$ cat src/rtl/lvlc_pkg.sv
package lvlc_pkg;
  localparam int GAIN_W = 6;
  typedef logic [GAIN_W-1:0] gain_t;

  typedef enum logic {
    MODE_NORMAL = 1'b0,
    MODE_LIMIT  = 1'b1
  } mode_t;

  typedef struct packed {
    logic vld;
    logic hi;
    logic clip;
  } peak_t;
endpackage

$ cat src/rtl/lvlc_peak.sv
module lvlc_peak
  import lvlc_pkg::*;
#(
  parameter int SAMPLE_W = 16
) (
  input  logic                clk,
  input  logic                rst,
  input  logic                smp_valid,
  input  logic [SAMPLE_W-1:0] smp_data,
  input  logic [3:0]          target_lvl,
  output peak_t               pk
);
  localparam int THR_SH = SAMPLE_W - 5;
  localparam logic [SAMPLE_W-1:0] CLIP_THR = SAMPLE_W'(7) << (SAMPLE_W - 4);

  logic [SAMPLE_W-1:0] mag;
  logic [SAMPLE_W-1:0] thr;

  always_comb begin
    mag = smp_data[SAMPLE_W-1] ? (~smp_data + SAMPLE_W'(1)) : smp_data;
    thr = SAMPLE_W'({1'b0, target_lvl} + 5'd1) << THR_SH;
  end

  always_ff @(posedge clk) begin
    if (rst) begin
      pk <= '0;
    end else begin
      pk.vld  <= smp_valid;
      pk.hi   <= smp_valid && (mag > thr);
      pk.clip <= smp_valid && (mag > CLIP_THR);
    end
  end


  clip_only_on_sample_chk: assert property (@(posedge clk) disable iff (rst)
    pk.clip |-> pk.vld);
endmodule

$ cat src/rtl/lvlc_period.sv
module lvlc_period
  import lvlc_pkg::*;
#(
  parameter int NORM_BASE = 5,
  parameter int LIM_BASE  = 1,
  parameter int DCY_BASE  = 20,
  parameter int HOLD_BASE = 128,
  parameter int CNT_W     = 24
) (
  input  mode_t            mode,
  input  logic             clip,
  input  logic [3:0]       atk_code,
  input  logic [3:0]       dcy_code,
  input  logic [3:0]       hold_code,
  output logic [CNT_W-1:0] atk_per,
  output logic [CNT_W-1:0] dcy_per,
  output logic [CNT_W-1:0] hold_per
);
  localparam logic [CNT_W-1:0] NB = CNT_W'(NORM_BASE);
  localparam logic [CNT_W-1:0] LB = CNT_W'(LIM_BASE);
  localparam logic [CNT_W-1:0] DB = CNT_W'(DCY_BASE);
  localparam logic [CNT_W-1:0] HB = CNT_W'(HOLD_BASE);
  localparam logic [3:0] HOLD_TOP = 4'd10;

  logic [CNT_W-1:0] base;
  logic [3:0]       hc;

  always_comb begin
    base     = (mode == MODE_LIMIT) ? LB : NB;
    atk_per  = clip ? base : (base << atk_code);
    dcy_per  = DB << dcy_code;
    hc       = (hold_code > HOLD_TOP) ? HOLD_TOP : hold_code;
    hold_per = (hc == 4'd0) ? '0 : (HB << (hc - 4'd1));
  end
endmodule

$ cat src/rtl/lvlc_gain.sv
module lvlc_gain
  import lvlc_pkg::*;
#(
  parameter int    CNT_W      = 24,
  parameter gain_t RESET_GAIN = 6'd16
) (
  input  logic             clk,
  input  logic             rst,
  input  logic             run_en,
  input  mode_t            mode,
  input  peak_t            pk,
  input  logic [CNT_W-1:0] atk_per,
  input  logic [CNT_W-1:0] dcy_per,
  input  logic [CNT_W-1:0] hold_per,
  input  gain_t            gain_min,
  input  gain_t            gain_max,
  input  logic             host_we,
  input  gain_t            host_gain,
  output gain_t            gain_code,
  output gain_t            gain_rb
);
  logic             run_q;
  gain_t            gain_q, gain_rb_q, start_q, gain_nxt, ceil;
  logic [CNT_W-1:0] a_cnt, q_cnt, d_cnt;
  logic running, arm, snap_hi, snap_lo, step_ok;
  logic attack, quiet, in_hold, atk_fire, dcy_fire;

  always_comb begin
    running  = run_en && run_q;
    arm      = run_en && !run_q;
    snap_hi  = gain_q > gain_max;
    snap_lo  = gain_q < gain_min;
    step_ok  = running && !snap_hi && !snap_lo;
    attack   = pk.vld && (pk.hi || pk.clip);
    quiet    = pk.vld && !attack;
    in_hold  = q_cnt < hold_per;
    atk_fire = attack && ((a_cnt + CNT_W'(1)) >= atk_per);
    dcy_fire = quiet && !in_hold && ((d_cnt + CNT_W'(1)) >= dcy_per);
    ceil     = (mode == MODE_LIMIT && start_q < gain_max) ? start_q : gain_max;

    gain_nxt = gain_q;
    if (!run_en) begin
      if (host_we) gain_nxt = host_gain;
    end else if (running) begin
      if (snap_hi)                              gain_nxt = gain_max;
      else if (snap_lo)                         gain_nxt = gain_min;
      else if (atk_fire && gain_q > gain_min)   gain_nxt = gain_q - 6'd1;
      else if (dcy_fire && gain_q < ceil)       gain_nxt = gain_q + 6'd1;
    end
  end

  always_ff @(posedge clk) begin
    if (rst) begin
      run_q     <= 1'b0;
      gain_q    <= RESET_GAIN;
      gain_rb_q <= RESET_GAIN;
      start_q   <= RESET_GAIN;
      a_cnt     <= '0;
      q_cnt     <= '0;
      d_cnt     <= '0;
    end else begin
      run_q     <= run_en;
      gain_q    <= gain_nxt;
      gain_rb_q <= gain_nxt;
      if (!run_en) begin
        a_cnt <= '0;
        q_cnt <= '0;
        d_cnt <= '0;
      end else if (arm) begin
        start_q <= gain_q;
        a_cnt   <= '0;
        q_cnt   <= '0;
        d_cnt   <= '0;
      end else if (step_ok) begin
        if (attack) begin
          q_cnt <= '0;
          d_cnt <= '0;
          a_cnt <= atk_fire ? '0 : a_cnt + CNT_W'(1);
        end else if (quiet) begin
          a_cnt <= '0;
          if (in_hold) begin
            q_cnt <= q_cnt + CNT_W'(1);
            d_cnt <= '0;
          end else begin
            d_cnt <= dcy_fire ? '0 : d_cnt + CNT_W'(1);
          end
        end
      end
    end
  end

  assign gain_code = gain_q;
  assign gain_rb   = gain_rb_q;


  window_hold_chk: assert property (@(posedge clk) disable iff (rst)
    (run_q && $past(run_q) && $stable(gain_min) && $stable(gain_max) && gain_min <= gain_max)
    |-> (gain_q >= gain_min && gain_q <= gain_max));


  idle_stable_chk: assert property (@(posedge clk) disable iff (rst)
    (!run_en && !host_we) |=> $stable(gain_q));


  step_size_chk: assert property (@(posedge clk) disable iff (rst)
    (running && gain_q >= gain_min && gain_q <= gain_max)
    |=> ({1'b0, gain_q} == {1'b0, $past(gain_q)}
         || {1'b0, gain_q} == {1'b0, $past(gain_q)} + 7'd1
         || {1'b0, gain_q} + 7'd1 == {1'b0, $past(gain_q)}));


  lim_ceiling_chk: assert property (@(posedge clk) disable iff (rst)
    (running && mode == MODE_LIMIT && gain_q <= start_q && gain_q >= gain_min && gain_q <= gain_max)
    |=> (gain_q <= $past(start_q)));


  mirror_chk: assert property (@(posedge clk) disable iff (rst)
    gain_rb_q == gain_q);
endmodule

$ cat src/rtl/level_ctrl.sv
module level_ctrl
  import lvlc_pkg::*;
#(
  parameter int SAMPLE_W   = 16,
  parameter int NORM_BASE  = 5,
  parameter int LIM_BASE   = 1,
  parameter int DCY_BASE   = 20,
  parameter int HOLD_BASE  = 128,
  parameter int RESET_GAIN = 16
) (
  input  logic                clk,
  input  logic                rst,
  input  logic                smp_valid,
  input  logic [SAMPLE_W-1:0] smp_data,
  input  logic                run_en,
  input  logic                limit_mode,
  input  logic [3:0]          target_lvl,
  input  logic [3:0]          atk_code,
  input  logic [3:0]          dcy_code,
  input  logic [3:0]          hold_code,
  input  logic [5:0]          gain_min,
  input  logic [5:0]          gain_max,
  input  logic                host_we,
  input  logic [5:0]          host_gain,
  output logic [5:0]          gain_code,
  output logic [5:0]          gain_rb
);
  localparam int MAX_AB = (NORM_BASE > LIM_BASE) ? NORM_BASE : LIM_BASE;
  localparam int MAX_DH = (DCY_BASE > HOLD_BASE) ? DCY_BASE : HOLD_BASE;
  localparam int MAX_B  = (MAX_AB > MAX_DH) ? MAX_AB : MAX_DH;
  localparam int CNT_W  = $clog2(MAX_B + 1) + 16;

  mode_t            mode;
  peak_t            pk;
  logic [CNT_W-1:0] atk_per, dcy_per, hold_per;

  assign mode = limit_mode ? MODE_LIMIT : MODE_NORMAL;

  lvlc_peak #(.SAMPLE_W(SAMPLE_W)) u_peak (
    .clk(clk), .rst(rst), .smp_valid(smp_valid), .smp_data(smp_data),
    .target_lvl(target_lvl), .pk(pk)
  );

  lvlc_period #(
    .NORM_BASE(NORM_BASE), .LIM_BASE(LIM_BASE), .DCY_BASE(DCY_BASE),
    .HOLD_BASE(HOLD_BASE), .CNT_W(CNT_W)
  ) u_period (
    .mode(mode), .clip(pk.clip), .atk_code(atk_code), .dcy_code(dcy_code),
    .hold_code(hold_code), .atk_per(atk_per), .dcy_per(dcy_per), .hold_per(hold_per)
  );

  lvlc_gain #(.CNT_W(CNT_W), .RESET_GAIN(gain_t'(RESET_GAIN))) u_gain (
    .clk(clk), .rst(rst), .run_en(run_en), .mode(mode), .pk(pk),
    .atk_per(atk_per), .dcy_per(dcy_per), .hold_per(hold_per),
    .gain_min(gain_min), .gain_max(gain_max), .host_we(host_we), .host_gain(host_gain),
    .gain_code(gain_code), .gain_rb(gain_rb)
  );
endmodule

$ cat config.mk
export PLATFORM = sky130hd
export DESIGN_NAME = level_ctrl
export DESIGN_NICKNAME = d
export VERILOG_FILES = /design/src/rtl/lvlc_pkg.sv /design/src/rtl/lvlc_peak.sv /design/src/rtl/lvlc_period.sv /design/src/rtl/lvlc_gain.sv /design/src/rtl/level_ctrl.sv
export SDC_FILE = /design/constraint.sdc
export NUM_CORES = 1
export LEC_CHECK = 0
export ABC_AREA = 1
export BUFFER_PORTS_ARGS = -buffer_cell sky130_fd_sc_hd__buf_4
export CAP_MARGIN = 20
export CORE_MARGIN = 2
export CORE_UTILIZATION = 55
export DETAILED_ROUTE_END_ITERATION = 6
export PLACE_DENSITY_LB_ADDON = 0.12
export SYNTH_ARGS = -nofsm -noshare
export SYNTH_HDL_FRONTEND = slang
export SYNTH_SLANG_ARGS = --single-unit
$ cat constraint.sdc
create_clock -name clk -period 9.2 [get_ports clk]
set_input_delay 0.46 -clock clk [delete_from_list [all_inputs] [get_ports clk]]
set_output_delay 0.46 -clock clk [all_outputs]
set_load 0.01 [all_outputs]
==> results.md, run 1 <==
* Post-CTS setup buffer count at 0
* WHS Endpoint: u_peak.pk[2]$_SDFF_PP0_
* PwrDens at 120 nW/um^2
* Placed insts at 1420
* RR Startpoint: u_gain.a_cnt[0]$_SDFFE_PP0P_
* Synth Cell Area at between 7000 and 8000 sq um
* Number of routed nets with antenna violations at 0
* R2R depth at 30
* Synth unique cells at 50
* Net count reported at finish at 1397
* Design Power at 1.05 mW
* Sink Count at 88
* IO buf count at 67
* Pin count of the biggest net entering global routing at 60
* Root Buffer: clkbuf_16
* Die Footprint at 15100 sq um
* Final std cells w/o fill at around 1400
* TritonRoute pass-1 iters at 6
* GRT overflow at 0
* TritonCTS clock tree: built
* Vias in the first global route at 6833
* Die Ht at approximately 120 microns
* Fin. max-slew vios at 0
* Initial antenna violation count at 0
* GP Congestion at 0.890
* Crit path capture type: register
* Worst-skew pair later-pin latency at between 0.3 and 0.4 ns
* Rel. slew slack at 36.1%
* Ant diodes at 0
* Max FO, Critical Path at 5
* Period utilization at roughly 45%
* RSZ-0062 raised after global routing: false
* Starting Density at a little under three fifths
* WP buf/inv at 3
* CP startpoint kind: register
* Critical path class: reg2reg
* Hold_sp: rst
* Critical path's largest stage delay at 0.42 ns
* CP max-delay cell: dfxtp_1
* Worst-path clk slew at about 0.070 ns
* Total number of vias at 7587
* VDD IR max at 0.0868 mV
* Period minus WS final at about 4.1 ns
* Total GRT Usage at about a quarter
* Worst reg2reg setup slack at between 5 and 6 ns
* Worst Path Arrival at 4.40 ns
* Final WL at 18400 microns
* FF+latch count, synth at a little under 90
* Family with the most delay on the worst path: simple AND/OR/NAND/NOR gates
* Worst Setup SP: u_gain.a_cnt[0]$_SDFFE_PP0P_
* R2r endpoint: u_gain.gain_code[5]$_SDFFE_PP0P_
* Final Hold Fails at 0
* Io pins at around 70
* Hpwl dp at ~14000 microns
* Hold_buf cts at 0
* Worst-margin pin slew at ~0.96 ns
* Area grow syn2layout at 12.5%
* Avg WL per Cell at 12.8 microns
* Row count at 43
* Synth Area per Inst at roughly 6.5 sq um
* CTS H-tree lvls at 3
* CP Data Required Time at 9.49 ns
* P_leak at between 3 and 4 nW
* Synth warnings at 0
* Outcome: complete, no violations
* Most frequent CP cell: nand2_1
* Mapped Cells at 1198
* First-pass GRT wire length at ~31000 microns
* DRC Markers at 0
* Chip width at approximately 120 microns
* Post-CTS Resized at 0
* Via/cell ratio at 5.29
* Hold crit path type: in2reg
* Iteration-0 DRC Markers at 517
* Seq/Total Area, Yosys at 22.6%
* Fmax achieved at 0.244 GHz
* Hold WS at just over 0.3 ns
* MaxCap Viol Count at 0
* Setup TNS at 0 ns
* Worst hold path stage count at 2
* Clk_skew at 0.0121 ns
* Share of cells above drive strength 1 at 11.0%
* Core area at 13800 sq um
* CTS Buf Count at 9
* Final setup fails at 0
* Clk buf depth at 2
[registers in the layout, indices dropped and copies added, names as in the netlist]
signal and flops:
u_gain.start_q 6, u_peak.pk 3, u_gain.run_q 1, u_gain.d_cnt 24, u_gain.q_cnt 24, u_gain.gain_code 6
u_gain.a_cnt 24
[synth_stat cells (all sizes together)]
master,count,share of area (%)
nor2,143,7.6
nor3,39,2.7
a21o,1,0.096
inv,134,6.5
nor4b,1,0.11
a221oi,3,0.34
a21boi,2,0.24
nor3b,2,0.19
o211ai,2,0.19
buf,11,1.0
a22oi,4,0.39
o21ai,45,2.9
a21oi,104,7.3
conb,1,0.048
o221ai,1,0.11
o31ai,3,0.29
or2,1,0.080
a211oi,5,0.48
nand2,339,17
nand4,14,1.2
clkbuf,21,1.0
xnor2,20,2.3
fa,1,0.26
dfxtp,88,23
o21a,2,0.19
xor2,43,4.8
a311oi,1,0.11
o22ai,1,0.080
nand3,66,4.6
ha,89,14
a32oi,1,0.11
nand3b,1,0.096
o2111ai,2,0.23
nor4,7,0.56
[kinds of logic after synthesis]
logic type,Yosys count,synth area share [%]
AO/OA/AOI/OAI,177,13.1
flip-flops,88,22.6
adder cells (fa/ha/maj),90,14.6
XOR/XNOR,63,7.09
buffers and inverters,166,8.50
AND/OR/NAND/NOR,613,34.1
other,1,0.0482
[worst max path at each step]
stage	to	slack [ns]	depth (start not counted)
global placement	u_gain.q_cnt[20]$_SDFFE_PP0P_	5.17	19
finish	u_gain.gain_code[5]$_SDFFE_PP0P_	5.10	30
global route	u_gain.gain_code[5]$_SDFFE_PP0P_	4.73	30
CTS	u_gain.gain_code[5]$_SDFFE_PP0P_	5.12	30
floorplan	u_gain.gain_code[5]$_SDFFE_PP0P_	5.58	31
detailed placement	u_gain.q_cnt[12]$_SDFFE_PP0P_	5.14	16
[routing by layer]
metal / part of all wire [%] / track usage, %
met2: 45 / 40.7
met1: 49 / 35.3
met3: 4.6 / 4.47
met5: 0 / 0
met4: 1.1 / 5.46
[power by group]
group | internal (mW) | switching [mW] | leakage [nW]
combinational | 0.0787 | 0.113 | 3.08
clock | 0.299 | 0.159 | 0.179
sequential | 0.388 | 0.0133 | 0.712
[stage by stage]
stage | worst slack [ns] | utilization [%] | area (sq um)
6_report | 5.10 | 63.3 | 8760
5_1_grt | 4.73 | 63.3 | 8760
4_1_cts | 5.12 | 63.3 | 8760
3_5_place_dp | 5.14 | 60.7 | 8390
3_3_place_gp | 5.17 | 60.7 | 8390
2_1_floorplan | 5.58 | - | 7800
[final cells by class]
class,count,area (sq um)
sequential,88,1760
clock buffer,10,239
clock inverter,5,129
tap,180,225
multi-input combinational,949,5380
inverter,134,503
fill,1343,5070
timing repair buffer,69,518
[layout by cell type (no fill, tap or decap), types with 4 or more instances in the layout]
cell / count
o21ai_0: 42
clkbuf_16: 9
a21oi_2: 10
nor2_1: 133
a22oi_1: 4
ha_1: 89
conb_1: 6
dfxtp_1: 88
xnor2_1: 20
bufinv_16: 4
nor4_1: 7
a21oi_1: 93
nor2_2: 6
nor3_1: 37
nand3_2: 5
a211oi_1: 5
nand2_1: 321
nand4_1: 13
inv_2: 5
buf_4: 69
nand3_1: 61
nand2_2: 17
xor2_1: 43
inv_1: 129
(Power assumes the default switching activity.)
==> inputs of run 2 (changes only) <==
- ABC_AREA: 1 -> 0
- clock period: 9.2 -> 3.7 ns (I/O delays scaled with it)
==> run 2 against run 1 <==
The run now ends with negative setup slack left. Final cell count fell by 12%. Sequential cell count unchanged. Register-to-register slack lost 5.8 ns. Sequential share of layout area down 1.7 points. Wire length grew 6.9%. Utilization increased by 10 points. Highest routed layer unchanged.
==> results.md, run 2 <==
* Number of synthesized flops with an enable pin at 0 (unchanged)
* Final instance area at 9670 sq um (was 8760 sq um)
* Initial antenna violation count at 0 (unchanged)
* Core area at 13100 sq um (was 13800 sq um)
* Max FO, Critical Path at 4 (was 5)
* Failing checks: negative setup slack
* Share of the synthesized area in the top cell type at 24.0% (was 22.6%)
* CP startpoint kind: register (unchanged)
* First-pass GRT wire length at 32000 microns (was 31100 microns)
* Total GRT Usage at 27.3% (was 25.3%)
* Row count at 42 (was 43)
* Sink Count at 88 (unchanged)
* Setup TNS at -2.84 ns (was 0 ns)
* Largest cells by area after synthesis: dfxtp_1, ha_1, nor2_1, xor2_1, nand2_1 (was dfxtp_1, nand2_1, ha_1, nor2_1, inv_1)
* Final std cells w/o fill at 1258 (was 1435)
* GRT overflow at 0 (unchanged)
* Largest regs: u_gain.a_cnt (24), u_gain.d_cnt (24), u_gain.q_cnt (24) (unchanged)
* Detail Route met2 WL at 9120 microns (was 8330 microns)
* Worst-path clk slew at 0.07 ns (about the same)
* CTS Buf Count at 9 (unchanged)
* Final WL at 19600 microns (was 18400 microns)
* Pin count of the biggest net entering global routing at 28 (was 60)
* GP Congestion at 0.916 (was 0.890)
* P_leak at 4.31 nW (was 3.97 nW)
* Via/cell ratio at 5.80 (was 5.29)
* Synth Area per Inst at 8.15 sq um (was 6.50 sq um)
* Most common cell after layout, fill and taps aside: buf_4 (was nand2_1)
* VDD IR max at 0.213 mV (was 0.0868 mV)
* Hpwl dp at 13400 microns (was 14100 microns)
* Die Ht at 119 microns (was 123 microns)
* Outcome: complete, but fails checks (was complete, no violations)
* Fin. max-slew vios at 0 (unchanged)
* Ant diodes at 0 (unchanged)
* Period minus WS final at 4.37 ns (was 4.10 ns)
* Clk_skew at 0.00977 ns (was 0.0121 ns)
* Synth top cells by count: nor2_1, ha_1, dfxtp_1 (was nand2_1, nor2_1, inv_1)
* PwrDens at 261 nW/um^2 (was 120 nW/um^2)
* Seq/Total Area, Yosys at 24.0% (was 22.6%)
* Vias in the first global route at 6952 (was 6833)
* DRC Markers at 0 (unchanged)
* Layout Utilization at 73.6% (was 63.3%)
* Clk buf depth at 2 (unchanged)
* RSZ-0062 raised after global routing: true (was false)
* Io pins at 68 (unchanged)
* Avg WL per Cell at 15.6 microns (was 12.8 microns)
* Dominant synthesized flop cell: dfxtp_1 (unchanged)
* Total number of vias at 7298 (was 7587)
* Top Layer Used: met4 (unchanged)
* TritonRoute pass-1 iters at 6 (unchanged)
* Final Hold Fails at 0 (unchanged)
* Hold_buf cts at 0 (unchanged)
* FF+latch count, synth at 88 (unchanged)
* Synth unique cells at 78 (was 50)
* M1 WL at 8960 microns (was 8990 microns)
* Worst-skew pair later-pin latency at 0.36 ns (about the same)
* Dominant cell type by area after synthesis: dfxtp_1 (unchanged)
* Net count reported at finish at 1223 (was 1397)
* Starting Density at 55.8% (was 56.3%)
* Share of cells above drive strength 1 at 28.7% (was 11.0%)
* Ys async rst share at 0% (unchanged)
* Pre-CTS WS at -0.692 ns (was 5.14 ns)
* Synth Cell Area at 7330 sq um (was 7780 sq um)
* Worst Path Arrival at 4.63 ns (was 4.40 ns)
* Area grow syn2layout at 31.9% (was 12.5%)
* Critical path class: reg2reg (unchanged)
* Number of routed nets with antenna violations at 0 (unchanged)
* Most frequent cells in the layout: buf_4, nor2_1, ha_1 (was nand2_1, nor2_1, inv_1)
* IO buf count at 67 (unchanged)
* CTS H-tree lvls at 3 (unchanged)
* Hold crit path type: in2reg (unchanged)
* Mapped Cells at 900 (was 1198)
* Rel. slew slack at 52.1% (was 36.1%)
* Period utilization at 118% (was 44.6%)
* Die Footprint at 14300 sq um (was 15100 sq um)
* Chip width at 119 microns (was 123 microns)
* Root Buffer: clkbuf_16 (unchanged)
* Crit path capture type: register (unchanged)
* Synth warnings at 0 (unchanged)
* Count leader, synth: nor2_1 (was nand2_1)
* Placed insts at 1200 (was 1420)
* Iteration-0 DRC Markers at 525 (was 517)
* TritonCTS clock tree: built (unchanged)
* DR WL met3 at 1060 microns (was 846 microns)
* Setup WS post-layout at -0.674 ns (was 5.10 ns)
* CP Data Required Time at 3.95 ns (was 9.49 ns)
* Worst-margin pin slew at 0.718 ns (was 0.958 ns)
* MaxCap Viol Count at 0 (unchanged)
* Placed cell area at 8680 sq um (was 8390 sq um)
* Final setup fails at 5 (was 0)
* Fmax achieved at 0.229 GHz (was 0.244 GHz)
## run 2: cell count changes after synthesis, moves of 18 or more
cell	previous run	this run
nor2b_1	0	25
a21oi_1	93	48
inv_1	129	36
and3_1	0	18
mux2i_1	0	19
nor2_1	133	93
nor3_1	37	18
nand2_1	322	79
a21o_1	1	22
## run 2: cells by family after synthesis
logic type      Yosys count  share of synthesized area [%]
simple gates            367                           25.9
compound gates          187                           18.5
fa+ha+maj                90                           15.5
flops                    88                           24.0
buf+inv                  74                           4.45
xor+xnor                 69                           8.24
mux                      24                           3.36
other cells               1                         0.0512
## run 2: path summary, 6_finish.rpt
check	from	endpoint	slack, ns	depth (start not counted)
worst max register to register	u_gain.a_cnt[1]$_SDFFE_PP0P_	u_gain.gain_code[5]$_SDFFE_PP0P_	-0.67	22
worst max-delay path	u_gain.a_cnt[1]$_SDFFE_PP0P_	u_gain.gain_code[5]$_SDFFE_PP0P_	-0.67	22
worst min-delay path	smp_valid	u_peak.pk[2]$_SDFF_PP0_	0.08	3
worst min register to register	u_gain.q_cnt[1]$_SDFFE_PP0P_	u_gain.q_cnt[1]$_SDFFE_PP0P_	0.49	2
## run 2: power breakdown
part           leakage (nW)  switching, mW  internal (mW)
logic                  3.43          0.278          0.255
registers             0.717         0.0156          0.959
clock network         0.157          0.415          0.599
total                  4.31          0.708           1.81
## run 2: per-stage QoR
step / total power [mW] / hold WS, ns
finish: 2.52 / 0.0813
global route: 2.64 / 0.110
CTS: 2.54 / 0.0833
detailed placement: 1.50 / 0.449
global placement: 1.49 / 0.446
floorplan: 1.31 / 0.254
## run 2: layout make-up
class                           count  area (sq um)
Timing Repair Buffer              199          1570
Fill cell                        1020          3470
Sequential cell                    88          1780
Multi-Input combinational cell    743          5630
Clock buffer                        9           225
Clock inverter                      7           103
Tap cell                          176           220
Inverter                           36           143
## run 2: worst max-delay path: stages, from the launching register on
cell	delay (ns)
dfxtp_2	0.36
nand4_1	0.10
buf_6	0.15
nor2_4	0.11
and3_4	0.22
xor2_2	0.17
ha_1	0.27
a21o_1	0.18
a21o_1	0.17
a221o_1	0.38
a211oi_2	0.22
nor2b_4	0.19
or2_4	0.15
inv_6	0.05
ha_4	0.24
a21oi_4	0.14
o211ai_1	0.13
a21oi_2	0.20
xnor2_2	0.14
and2_4	0.17
a22oi_1	0.06
a21o_1	0.20
a2111oi_2	0.27
## run 2: per-layer routing
metal  up-vias  GRT usage, %
met1      3401          35.4
li1       3615             -
met5         -         0.368
met4         0          10.1
met2       239          44.7
met3        43          5.51
## run 2: repair_timing
| action | CTS | global route |
|---|---|---|
| gates resized for setup | 33 | 36 |
| setup buffers | 40 | 18 |
| endpoints found under the setup margin | 5 | 42 |
| pin swaps | 37 | 18 |
| cloned | 0 | 1 |
==> inputs of run 3 (changes only) <==
- CORE_UTILIZATION: 55 -> 35
==> run 3 against run 2 <==
The flow still finishes with violations (negative setup slack). Global-route usage decreased by 9.0 points. Final cell count increased by 6.1%. Combinational power increased by 2%. Clock-buffer cell count increased by 2. Die area increased by 55%. Register-to-register slack improved by 0.04 ns. Non-clock buffer count decreased by 17. Sequential power about the same. Sequential share of layout area increased by 0.37 points. Critical path depth decreased by 1. Utilization decreased by 27 points.
==> results.md, run 3 (synthesis results as in run 2) <==
* Final setup fails at 5 (unchanged)
* Ant diodes at 0 (unchanged)
* Final std cells w/o fill at 1335 (was 1258)
* Worst Path Arrival at 4.59 ns (was 4.63 ns)
* Max FO, Critical Path at 4 (unchanged)
* Final instance area at 9470 sq um (was 9670 sq um)
* Worst-skew pair later-pin latency at 0.35 ns (was 0.36 ns)
* Period minus WS final at 4.34 ns (was 4.37 ns)
* IO buf count at 67 (unchanged)
* Met3 usage at 1.90% (was 5.51%)
* Pin count of the biggest net entering global routing at 26 (was 28)
* TritonCTS clock tree: built (unchanged)
* Die Footprint at 22100 sq um (was 14300 sq um)
* Worst-margin pin slew at 0.712 ns (was 0.718 ns)
* P_leak at 4.14 nW (was 4.31 nW)
* Hold crit path type: in2reg (unchanged)
* CTS Buf Count at 9 (unchanged)
* M2 GR Usage at 31.1% (was 44.7%)
* CP Data Required Time at 3.95 ns (about the same)
* Rel. slew slack at 52.5% (was 52.1%)
* CP startpoint kind: register (unchanged)
* Layout Utilization at 46.5% (was 73.6%)
* Row count at 52 (was 42)
* Crit path capture type: register (unchanged)
* Largest regs: u_gain.a_cnt (24), u_gain.d_cnt (24), u_gain.q_cnt (24) (unchanged)
* Initial antenna violation count at 0 (unchanged)
* CTS H-tree lvls at 3 (unchanged)
* Net count reported at finish at 1206 (was 1223)
* Failing checks: negative setup slack (unchanged)
* Total GRT Usage at 18.3% (was 27.3%)
* Chip width at 149 microns (was 119 microns)
* Die Ht at 149 microns (was 119 microns)
* Fin. max-slew vios at 0 (unchanged)
* GP Congestion at 0.863 (was 0.916)
* VDD IR max at 0.201 mV (was 0.213 mV)
* Root Buffer: clkbuf_16 (unchanged)
* Setup TNS at -2.26 ns (was -2.84 ns)
* Clk_skew at 0.0105 ns (was 0.00977 ns)
* Area grow syn2layout at 29.2% (was 31.9%)
* Setup WS post-layout at -0.639 ns (was -0.674 ns)
* PwrDens at 254 nW/um^2 (was 261 nW/um^2)
* Layout filler cell count at 2069 (was 1020)
* Total number of vias at 6868 (was 7298)
* Sink Count at 88 (unchanged)
* Avg WL per Cell at 14.6 microns (was 15.6 microns)
* R2R depth at 21 (was 22)
* Io pins at 68 (unchanged)
* GRT overflow at 0 (unchanged)
* First-pass GRT wire length at 33000 microns (was 32000 microns)
* Layer with the highest usage: met2 (unchanged)
* DRC Markers at 0 (unchanged)
* Most common cell after layout, fill and taps aside: buf_4 (unchanged)
* Hpwl dp at 15200 microns (was 13400 microns)
* Worst reg2reg setup slack at -0.64 ns (was -0.67 ns)
* Worst-path clk slew at 0.07 ns (about the same)
* Share of cells above drive strength 1 at 25.8% (was 28.7%)
* Most frequent cells in the layout: buf_4, nor2_1, ha_1 (unchanged)
* Placed cell area at 8870 sq um (was 8680 sq um)
* Clk buf depth at 2 (unchanged)
* Period utilization at 117% (was 118%)
* Critical path class: reg2reg (unchanged)
* Fmax achieved at 0.230 GHz (was 0.229 GHz)
* Via/cell ratio at 5.14 (was 5.80)
* Number of routed nets with antenna violations at 0 (unchanged)
* Hold WS at 0.115 ns (was 0.0813 ns)
* MaxCap Viol Count at 0 (unchanged)
* Starting Density at 36.0% (was 55.8%)
* Iteration-0 DRC Markers at 264 (was 525)
* Final WL at 19500 microns (was 19600 microns)
* RSZ-0062 raised after global routing: true (unchanged)
* Met1 Use GR at 24.3% (was 35.4%)
* Outcome: complete, but fails checks (unchanged)
* Vias in the first global route at 6867 (was 6952)
* Final Hold Fails at 0 (unchanged)
* Placed insts at 1303 (was 1200)
* Core area at 20400 sq um (was 13100 sq um)
* TritonRoute pass-1 iters at 4 (was 6)
* Worst hold path stage count at 3 (unchanged)
run 3: cell types whose count changed in the layout (fill, tap and decap cells not counted), moves of 3 or more:
cell and change:
a21oi_1 +3, xor2_2 -3, buf_4 -14, dfxtp_2 -4, xor2_1 +3, dfxtp_1 +3
run 3: worst max-delay path, cell delays in order, from the launching register on:
cell	delay, ns
dfxtp_4	0.36
ha_2	0.18
nand3_2	0.11
buf_4	0.18
nor3_1	0.23
xnor2_1	0.18
ha_1	0.28
a21o_1	0.16
a221o_1	0.37
a211oi_2	0.26
nor2b_4	0.19
or2_4	0.14
inv_6	0.05
ha_4	0.27
nand2_2	0.06
o211ai_1	0.18
a21oi_1	0.10
xnor2_1	0.23
and2_4	0.18
a22oi_1	0.05
a21o_1	0.21
a2111oi_4	0.28
run 3: layout make-up:
class | instances | area, sq um | share of cell area [%]
Clock buffer | 11 | 253 | 2.67
Clock inverter | 5 | 40.0 | 0.423
Inverter | 36 | 140 | 1.48
Multi-Input combinational cell | 743 | 5510 | 58.2
Sequential cell | 88 | 1780 | 18.7
Tap cell | 270 | 338 | 3.57
Timing Repair Buffer | 182 | 1420 | 14.9
run 3: metrics by stage:
stage	setup slack, ns	power (mW)
floorplan	-0.683	1.31
global placement	-0.620	1.52
detailed placement	-0.717	1.52
CTS	-0.562	2.43
global route	-0.936	2.54
finish	-0.639	2.41
run 3: metal layers:
layer,share of wire (%),wire (microns),vias up
met4,1.9,368,0
met3,2.8,538,19
met5,0,0,-
met1,49,9500,3170
li1,-,-,3576
met2,47,9090,103
run 3: final timing paths:
kind | startpoint | endpoint
max | u_gain.a_cnt[0]$_SDFFE_PP0P_ | u_gain.gain_code[5]$_SDFFE_PP0P_
min | smp_valid | u_peak.pk[2]$_SDFF_PP0_
max reg2reg | u_gain.a_cnt[0]$_SDFFE_PP0P_ | u_gain.gain_code[5]$_SDFFE_PP0P_
min reg2reg | u_gain.q_cnt[23]$_SDFFE_PP0P_ | u_gain.q_cnt[23]$_SDFFE_PP0P_
run 3: repair_timing:
item	CTS	global route
setup endpoints to repair	7	28
resized for setup	20	22
gates cloned	0	1
setup buffers	8	9
hold buffers	0	0
pin swaps	24	23
run 3: power by group:
part           switching, mW  internal, mW
clock network          0.398         0.496
logic                  0.282         0.259
registers             0.0128         0.959
total                  0.693          1.71
